`src/rtl/ecw_pkg.sv`:
```
package ecw_pkg;
  // Byte offset of the base register in configuration space.
  localparam logic [7:0] BAR_CFG_OFS = 8'h60;
  localparam logic [63:0] BAR_RST_VAL = 64'h0000_0000_B000_0000;

  typedef enum logic [1:0] {
    LEN_256M = 2'b00,
    LEN_128M = 2'b01,
    LEN_64M  = 2'b10,
    LEN_RSVD = 2'b11
  } win_len_e;
endpackage

```
`src/rtl/ecw_bar_reg.sv`:
```
module ecw_bar_reg #(
  parameter int CFG_DW_W = 6,
  parameter logic [CFG_DW_W-1:0] BAR_DW = CFG_DW_W'(6'h18),
  parameter logic [63:0] RST_VAL = 64'h0
) (
  input  logic                clk,
  input  logic                rst_n,
  input  logic                wr_en,
  input  logic [CFG_DW_W-1:0] wr_dw,
  input  logic [3:0]          wr_be,
  input  logic [31:0]         wr_data,
  output logic [63:0]         bar_q
);
  localparam int NBYTES = 8;

  for (genvar b = 0; b < NBYTES; b++) begin : g_lane
    localparam logic [CFG_DW_W-1:0] LANE_DW = BAR_DW + CFG_DW_W'(b / 4);
    localparam int LANE = b % 4;
    logic       lane_we;
    logic [7:0] lane_d;

    always_comb begin
      lane_we = wr_en && (wr_dw == LANE_DW) && wr_be[LANE];
      lane_d  = wr_data[8*LANE +: 8];
    end

    always_ff @(posedge clk or negedge rst_n) begin
      if (!rst_n)       bar_q[8*b +: 8] <= RST_VAL[8*b +: 8];
      else if (lane_we) bar_q[8*b +: 8] <= lane_d;
    end
  end
endmodule

```
`src/rtl/ecw_field_decode.sv`:
```
module ecw_field_decode
  import ecw_pkg::*;
#(
  parameter int ADDR_W   = 36,
  parameter int WIN_LOG2 = 28
) (
  input  logic [ADDR_W-1:0] bar,
  output logic              en,
  output logic [ADDR_W-1:0] base,
  output logic [WIN_LOG2:0] len
);
  localparam int LEN_W = WIN_LOG2 + 1;

  win_len_e          code;
  logic [ADDR_W-1:0] mask;

  always_comb begin
    code = win_len_e'(bar[2:1]);
    en   = bar[0];
    mask = '0;
    mask[ADDR_W-1:WIN_LOG2] = '1;
    len  = '0;
    case (code)
      LEN_256M: len = LEN_W'(1) << WIN_LOG2;
      LEN_128M: begin
        len = LEN_W'(1) << (WIN_LOG2 - 1);
        mask[WIN_LOG2-1] = 1'b1;
        mask[WIN_LOG2-2] = 1'b1;
      end
      LEN_64M: begin
        len = LEN_W'(1) << (WIN_LOG2 - 2);
        mask[WIN_LOG2-1] = 1'b1;
        mask[WIN_LOG2-2] = 1'b1;
        mask[WIN_LOG2-3] = 1'b1;
      end
      default: en = 1'b0;
    endcase
    base = bar & mask;
  end
endmodule

```
`src/rtl/ecw_addr_match.sv`:
```
module ecw_addr_match #(
  parameter int ADDR_W   = 36,
  parameter int WIN_LOG2 = 28
) (
  input  logic                clk,
  input  logic                rst_n,
  input  logic                mem_valid,
  input  logic [ADDR_W-1:0]   mem_addr,
  input  logic                en,
  input  logic [ADDR_W-1:0]   base,
  input  logic [WIN_LOG2:0]   len,
  output logic                hit_valid_q,
  output logic                hit_q,
  output logic [WIN_LOG2-1:0] off_q
);
  logic [ADDR_W:0]     diff;
  logic                in_win;
  logic                hit_d;
  logic [WIN_LOG2-1:0] off_d;

  always_comb begin
    diff   = {1'b0, mem_addr} - {1'b0, base};
    in_win = en && !diff[ADDR_W] && (diff[ADDR_W-1:0] < ADDR_W'(len));
    hit_d  = in_win;
    off_d  = in_win ? diff[WIN_LOG2-1:0] : '0;
  end

  always_ff @(posedge clk or negedge rst_n) begin
    if (!rst_n) hit_valid_q <= 1'b0;
    else        hit_valid_q <= mem_valid;
  end

  always_ff @(posedge clk or negedge rst_n) begin
    if (!rst_n) begin
      hit_q <= 1'b0;
      off_q <= '0;
    end else if (mem_valid) begin
      hit_q <= hit_d;
      off_q <= off_d;
    end
  end
endmodule

```
`src/rtl/ecw_window_dec.sv`:
```
module ecw_window_dec
  import ecw_pkg::*;
#(
  parameter int ADDR_W   = 36,
  parameter int WIN_LOG2 = 28,
  parameter int CFG_DW_W = 6
) (
  input  logic                 clk,
  input  logic                 rst_n,
  input  logic                 cfg_wr_en,
  input  logic [CFG_DW_W-1:0]  cfg_wr_dw,
  input  logic [3:0]           cfg_wr_be,
  input  logic [31:0]          cfg_wr_data,
  output logic [63:0]          bar_value,
  output logic                 win_en,
  output logic [ADDR_W-1:0]    win_base,
  output logic [WIN_LOG2:0]    win_len,
  input  logic                 mem_valid,
  input  logic [ADDR_W-1:0]    mem_addr,
  output logic                 hit_valid,
  output logic                 hit,
  output logic [WIN_LOG2-21:0] hit_bus,
  output logic [4:0]           hit_dev,
  output logic [2:0]           hit_fn,
  output logic [11:0]          hit_reg
);
  localparam logic [CFG_DW_W-1:0] BAR_DW = CFG_DW_W'(BAR_CFG_OFS >> 2);

  logic [63:0]         bar_q;
  logic [WIN_LOG2-1:0] off_q;

  ecw_bar_reg #(.CFG_DW_W(CFG_DW_W), .BAR_DW(BAR_DW), .RST_VAL(BAR_RST_VAL)) u_bar (
    .clk(clk), .rst_n(rst_n), .wr_en(cfg_wr_en), .wr_dw(cfg_wr_dw),
    .wr_be(cfg_wr_be), .wr_data(cfg_wr_data), .bar_q(bar_q)
  );

  ecw_field_decode #(.ADDR_W(ADDR_W), .WIN_LOG2(WIN_LOG2)) u_dec (
    .bar(bar_q[ADDR_W-1:0]), .en(win_en), .base(win_base), .len(win_len)
  );

  ecw_addr_match #(.ADDR_W(ADDR_W), .WIN_LOG2(WIN_LOG2)) u_match (
    .clk(clk), .rst_n(rst_n), .mem_valid(mem_valid), .mem_addr(mem_addr),
    .en(win_en), .base(win_base), .len(win_len),
    .hit_valid_q(hit_valid), .hit_q(hit), .off_q(off_q)
  );

  always_comb begin
    bar_value = bar_q;
    hit_bus   = off_q[WIN_LOG2-1:20];
    hit_dev   = off_q[19:15];
    hit_fn    = off_q[14:12];
    hit_reg   = off_q[11:0];
  end
endmodule

```
`config.mk`:
```
export PLATFORM = sky130hd
export DESIGN_NAME = ecw_window_dec
export DESIGN_NICKNAME = d
export VERILOG_FILES = /design/src/rtl/ecw_pkg.sv /design/src/rtl/ecw_bar_reg.sv /design/src/rtl/ecw_field_decode.sv /design/src/rtl/ecw_addr_match.sv /design/src/rtl/ecw_window_dec.sv
export SDC_FILE = /design/constraint.sdc
export NUM_CORES = 1
export LEC_CHECK = 0
export ABC_CLOCK_PERIOD_IN_PS = 3600
export BUFFER_PORTS_ARGS = -buffer_cell sky130_fd_sc_hd__buf_2
export CAP_MARGIN = 40
export CORE_ASPECT_RATIO = 1.2
export CORE_MARGIN = 3
export CORE_UTILIZATION = 47
export DETAILED_ROUTE_END_ITERATION = 16
export PLACE_DENSITY_LB_ADDON = 0.15
export SLEW_MARGIN = 20
export SYNTH_ARGS = -nofsm -noshare
export SYNTH_HDL_FRONTEND = slang
export SYNTH_SLANG_ARGS = --single-unit
```
`constraint.sdc`:
```
create_clock -name clk -period 3.6 [get_ports clk]
set_clock_uncertainty 0.15 [all_clocks]
set_input_delay 0.72 -clock clk [delete_from_list [all_inputs] [get_ports clk]]
set_output_delay 0.72 -clock clk [all_outputs]
set_load 0.005 [all_outputs]
```
==> results of run 1 <==
==> final cells by class <==
cell class / count / share of cell area (%)
multi-input combinational: 299 / 37.0
sequential: 94 / 36.2
timing repair buffer: 210 / 17.9
clock buffer: 10 / 3.52
tap: 126 / 2.42
inverter: 25 / 1.48
clock inverter: 6 / 1.44
==> flip-flops by register name (all words and copies together), names as in the netlist <==
signal               count
u_match.hit_valid_q      1
u_match.off_q           28
u_match.hit_q            1
u_bar.bar_q             64
==> timing repair <==
item / in CTS / in global routing
resized for setup: 0 / 32
buffers inserted: 0 / 12
endpoints found under the setup margin: 0 / 29
==> worst register-to-register path, cell delays in order (launching register included) <==
cell and delay (ns):
dfrtp_2 0.45, inv_4 0.10, ha_4 0.13, and2_4 0.15, ha_4 0.14, inv_2 0.04, fa_2 0.39, xor2_2 0.16
ha_1 0.30, a21oi_2 0.15, o2111ai_2 0.16, a2111oi_4 0.34, buf_4 0.18, buf_12 0.12, nand2_2 0.07, o41ai_2 0.37
==> cells in the mapped netlist, types with 3 or more instances <==
master    count
o21ai_0       6
clkbuf_1      6
nand2_1      19
dfrtp_1      91
inv_1        25
dfstp_2       3
o31ai_2       8
nor2_1        3
buf_4        59
o41ai_1       3
buf_2         7
nand2b_1     29
a21oi_1      10
ha_1         18
mux2_2       64
nand3_1      32
o31ai_1      19
==> power groups by stage <==
| stage | sequential (mW) | clock (mW) | combinational (mW) |
|---|---|---|---|
| 2_1_floorplan | 1.17 | 0 | 0.296 |
| 3_3_place_gp | 1.17 | 0 | 0.464 |
| 3_5_place_dp | 1.17 | 0 | 0.476 |
| 4_1_cts | 1.15 | 1.05 | 0.479 |
| 5_1_grt | 1.16 | 1.09 | 0.557 |
| 6_report | 1.15 | 1.03 | 0.502 |
==> layer usage <==
layer  wire, µm  share of wire [%]
met1       4560                 36
met4        242                1.9
met3       1270                 10
met2       6630                 52
met5          0                  0
==> metrics by stage <==
stage / TNS (ns) / util (%) / std cells / power (mW) / instance area, µm²
3_3_place_gp: 0 / 57.8 / 740 / 1.63 / 5900
5_1_grt: -1.23 / 63.7 / 770 / 2.81 / 6510
2_1_floorplan: 0 / - / 492 / 1.47 / 5220
3_5_place_dp: 0 / 57.8 / 740 / 1.65 / 5900
6_report: 0 / 63.7 / 770 / 2.68 / 6510
4_1_cts: 0 / 61.0 / 756 / 2.68 / 6230
==> how the worst max path moves through the flow <==
stage                                    to  slack [ns]            from  cells after the start
after floorplan           u_match.off_q[27]        0.33  u_bar.bar_q[1]                     14
after global placement    u_match.off_q[25]        0.20  u_bar.bar_q[1]                     11
after detailed placement  u_match.off_q[25]        0.07  u_bar.bar_q[1]                     14
after CTS                 u_match.off_q[25]        0.05  u_bar.bar_q[1]                     14
after global routing      u_match.off_q[25]       -0.09  u_bar.bar_q[1]                     15
final                     u_match.off_q[25]        0.07  u_bar.bar_q[1]                     15
==> cell families after synthesis <==
| group | count (synthesis) | share of synthesized area, % |
|---|---|---|
| compound gates | 61 | 10.0 |
| xor+xnor | 3 | 0.523 |
| fa+ha+maj | 19 | 4.88 |
| buf+inv | 99 | 12.3 |
| flops | 94 | 46.9 |
| mux | 65 | 14.5 |
| other cells | 1 | 0.0746 |
| simple gates | 100 | 10.9 |
==> key figures, run 1 <==
Global route
  – GRT busiest layer: met2
  – Vias in the first global route: 3860
  – M3 GR Usage: 7.67%
  – GRT Total Usage: 20.5%
  – Antenna violations before repair: 0
  – M1 GR Usage: 23.4%
  – First-pass GRT wire length: 19600 µm
  – Largest net degree at the start of global routing: 39
  – Grt total ovfl: 0
  – Met2 Use GR: 35.0%

Critical path
  – Reg2reg setup slack: 0.07 ns
  – Reg2Reg Depth: 15
  – Critical path buffers and inverters: 4
  – Reg2reg start: u_bar.bar_q[1]
  – Worst-path cell chain: inv_4 -> ha_4 -> and2_4 -> ha_4 -> inv_2 -> fa_2 -> xor2_2 -> ha_1 -> a21oi_2 -> o2111ai_2 -> a2111oi_4 -> buf_4 -> buf_12 -> nand2_2 -> o41ai_2
  – Crit. End Element: register
  – Crit path DAT: 3.61 ns
  – Worst Setup Path Type: reg2reg
  – Required @ worst endpoint: 3.69 ns
  – Setup crit start kind: register
  – Max stage delay on crit path: 0.45 ns
  – Crit path max fanout: 10
  – Most common cell on crit path: ha_4
  – R2r endpoint: u_match.off_q[25]
  – Largest delay contributor family on the critical path: compound AO/OA/AOI/OAI gates
  – Critical path's slowest cell: dfrtp_2

Placed design
  – Number of port buffers: 190
  – Final Wtd Congestion: 0.802
  – Dpl hpwl: 9460 µm
  – Placement Setup Slack: 0.0719 ns

Synth
  – Post-synth top area share: 45.3%
  – Synth area leaders: dfrtp_1 (45%), mux2_2 (14%), buf_4 (8.8%), ha_1 (4.5%), nand2b_1 (3.6%)
  – Post-synth top area cell: dfrtp_1
  – YS warnings: 0
  – Post-synthesis cell type count: 47
  – Syn avg cell area: 11.4 µm²
  – Sequential-to-total area share from yosys stat: 46.9%
  – Most common flop cell mapped by yosys: dfrtp_1
  – Syn Inst Count: 442
  – Number of synthesized flops with an enable pin: 0
  – Cell area after synthesis: 5030 µm²
  – #FFs+latches synth: 94
  – Asr flop ratio synth: 100%

Clock tree
  – Longest Clk Path Bufs: 2
  – Clock Sinks: 94
  – # H-tree levels: 3
  – Clock-pin slew on the worst setup and hold paths: 0.07 ns
  – Hold Buf Count CTS: 0
  – CTS tree: done
  – Root buffer cell: clkbuf_16
  – Num CTS Buffers: 9
  – Clock Latency Late Sink: 0.34 ns

Pwr
  – Flop pwr share: 43.1%
  – Switching power: 0.732 mW
  – Pwr per Cell Area: 412 nW/µm²
  – Int Pwr: 1.95 mW
  – Clock share of power: 38.2%
  – Combinational share of power: 18.7%
  – Switch share: 27.3%
  – Leakage: 3.48 nW
  – Worst vdd ir: 0.000225 V

Detailed routing
  – Initial DRC count: 125
  – Pre-antenna DRT Iters: 5
  – Drt via density: 5.07
  – Mean routed wirelength per cell: 16.5 µm
  – Via count: 3902
  – Final ANT Viol Nets: 0
  – WL final: 12700 µm
  – # DRC: 0

STA
  – RSZ-0062 raised after global routing: yes
  – Min Hold Slack: 0.178 ns
  – Setup violations, final: 0
  – Max Transition Viols Final: 0
  – Rel. slew slack: 45.1%
  – Worst-Margin Slew: 0.820 ns
  – Final min period: 3.53 ns
  – Final worst slack: 0.0737 ns
  – Final Hold Fails: 0
  – Period utilization: 98.0%
  – Fmax: 284 MHz

Layout
  – Multi-input gate area: 2410 µm²
  – Antenna diode instance count: 0
  – FF/Latch Area: 2360 µm²
  – Ratio of cells with drive above 1 in the final layout: 52.2%
  – Final nets: 740
  – Commonest non-fill, non-tap cell in the layout: buf_2
  – # fillers: 846
  – Area Growth Syn to Fin: 29.4%
  – Leading cell types in the layout, fill and taps excluded: buf_2 (189), dfrtp_1 (89), mux2_2 (64)

Run status
  – Status: completed

Die
  – Initial core utilization: 49.3%
  – Row cnt: 40
  – Ports: 242
  – Die W: 100 µm
  – Die footprint: 12000 µm²
  – Core Footprint: 10200 µm²
  – Die Span Y: 119 µm

Job
  – Max-cap violation count: 0

Min path
  – HP Class: in2async
Power figures use the tool's default switching activity.
==> run 2, diff against run 1 <==
CTS_BUF_LIST = sky130_fd_sc_hd__clkbuf_16   (was unset)
==> key figures, run 2 (same netlist as run 1, synthesis figures left out) <==
Global route
  – First-pass GRT wire length: 19600 µm
  – Vias in the first global route: 3860
  – Grt total ovfl: 0
  – GRT Total Usage: 20.5%
  – Antenna violations before repair: 0
  – Largest net degree at the start of global routing: 39

Critical path
  – Reg2Reg Depth: 15
  – Reg2reg start: u_bar.bar_q[1]
  – Crit path max fanout: 10
  – Crit path DAT: 3.61 ns
  – Crit. End Element: register
  – Setup crit start kind: register
  – Reg2reg setup slack: 0.07 ns
  – Worst Setup SP: u_bar.bar_q[1]
  – Worst Setup Path Type: reg2reg
  – CP Capture Point: u_match.off_q[25]
  – R2r endpoint: u_match.off_q[25]
  – Required @ worst endpoint: 3.69 ns

Die
  – Row cnt: 40
  – Die Span Y: 119 µm
  – Die footprint: 12000 µm²
  – Initial core utilization: 49.3%
  – Core Footprint: 10200 µm²
  – Ports: 242
  – Die W: 100 µm

STA
  – Worst-Margin Slew: 0.820 ns
  – RSZ-0062 raised after global routing: yes
  – Fmax: 284 MHz
  – Rel. slew slack: 45.1%
  – Max Transition Viols Final: 0
  – Final Hold Fails: 0
  – Final min period: 3.53 ns
  – Period utilization: 98.0%
  – Min Hold Slack: 0.179 ns
  – Setup violations, final: 0

Layout
  – Area Growth Syn to Fin: 29.4%
  – Max reg flops: 64
  – Final Instance Count excl. Fillers: 770
  – Ratio of cells with drive above 1 in the final layout: 52.2%
  – Commonest non-fill, non-tap cell in the layout: buf_2
  – Antenna diode instance count: 0
  – Reg with most FFs: u_bar.bar_q
  – Top Registers: u_bar.bar_q (64), u_match.off_q (28)
  – Final nets: 740
  – Cell area after layout: 6510 µm²
  – Leading cell types in the layout, fill and taps excluded: buf_2 (189), dfrtp_1 (89), mux2_2 (64)

Pwr
  – Flop pwr share: 43.1%
  – Int Pwr: 1.95 mW
  – Clock share of power: 38.2%
  – Leakage: 3.48 nW
  – Power, Total: 2.68 mW
  – Switch share: 27.3%
  – Pwr per Cell Area: 412 nW/µm²
  – Worst vdd ir: 0.000225 V
  – Switching power: 0.731 mW
  – Combinational share of power: 18.7%

Placed design
  – Number of port buffers: 190
  – Placed insts: 740
  – Final Wtd Congestion: 0.802
  – Placed instance area: 5900 µm²
  – Dpl hpwl: 9460 µm

Clock tree
  – Clock Sinks: 94
  – Clock Latency Late Sink: 0.34 ns
  – Longest Clk Path Bufs: 2
  – Clock-pin slew on the worst setup and hold paths: 0.07 ns
  – Num CTS Buffers: 9
  – # H-tree levels: 3
  – CTS tree: done
  – Root buffer cell: clkbuf_16
  – Hold Buf Count CTS: 0

Run status
  – Status: completed

Detailed routing
  – WL final: 12700 µm
  – Final ANT Viol Nets: 0
  – Via count: 3899
  – Pre-antenna DRT Iters: 5
  – # DRC: 0
  – Drt via density: 5.06
  – Initial DRC count: 126
  – Mean routed wirelength per cell: 16.5 µm

Job
  – Max-cap violation count: 0

Min path
  – HP Class: in2async
run 2: cell types whose count changed in the layout (fill, tap and decap cells not counted), sizes merged:
cell,change
inv,+1
clkbuf,-1
run 2: worst min path at each step:
stage | from | to | slack (ns) | cells past startpoint
2_1_floorplan | rst_n | u_bar.bar_q[0] | 0.27 | 0
3_3_place_gp | u_match.off_q[20] | u_match.off_q[20] | 0.31 | 2
3_5_place_dp | u_match.off_q[19] | u_match.off_q[19] | 0.32 | 2
4_1_cts | rst_n | u_match.off_q[24] | 0.20 | 1
5_1_grt | rst_n | u_match.off_q[0] | 0.21 | 1
6_report | rst_n | u_match.off_q[24] | 0.18 | 1
run 2: through the flow:
step	worst slack (ns)	TNS [ns]	util [%]
2_1_floorplan	0.328	0	-
3_3_place_gp	0.198	0	57.8
3_5_place_dp	0.0719	0	57.8
4_1_cts	0.0472	0	61.0
5_1_grt	-0.0872	-1.23	63.7
6_report	0.0736	0	63.7
run 2: worst max-delay path, stage by stage, from the launching register on:
cell,delay [ns]
dfrtp_2,0.45
inv_4,0.10
ha_4,0.13
and2_4,0.15
ha_4,0.14
inv_2,0.04
fa_2,0.39
xor2_2,0.16
ha_1,0.30
a21oi_2,0.15
o2111ai_2,0.16
a2111oi_4,0.34
buf_4,0.18
buf_12,0.12
nand2_2,0.07
o41ai_2,0.37
run 2: cell type report:
type                    count  area [µm²]
clock buffers               9         225
clock inverters             7        97.6
fillers                   846        3700
inverters                  25        96.3
multi-input cells         299        2410
flip-flops and latches     94        2360
well taps                 126         158
repair buffers            210        1170
run 2: routing by layer:
metal  part of all wire, %  vias to the layer above  wire (µm)  track usage [%]
met5                     0                        -          0                0
li1                      -                     1828          -                -
met2                    52                      159       6630             35.0
met3                   9.9                       19       1260             7.67
met1                    36                     1893       4570             23.4
met4                   1.9                        0        243             6.57
run 2: timing repair:
item | CTS | global route
gates resized for setup | 0 | 32
buffers inserted | 0 | 12
endpoints found under the setup margin | 0 | 29
endpoints found under the hold margin | 0 | 0
run 2: power groups by stage:
stage | combinational, mW | sequential, mW | clock (mW)
final | 0.502 | 1.15 | 1.02
after global routing | 0.557 | 1.16 | 1.09
after CTS | 0.479 | 1.15 | 1.04
after detailed placement | 0.476 | 1.17 | 0
after global placement | 0.464 | 1.17 | 0
after floorplan | 0.296 | 1.17 | 0
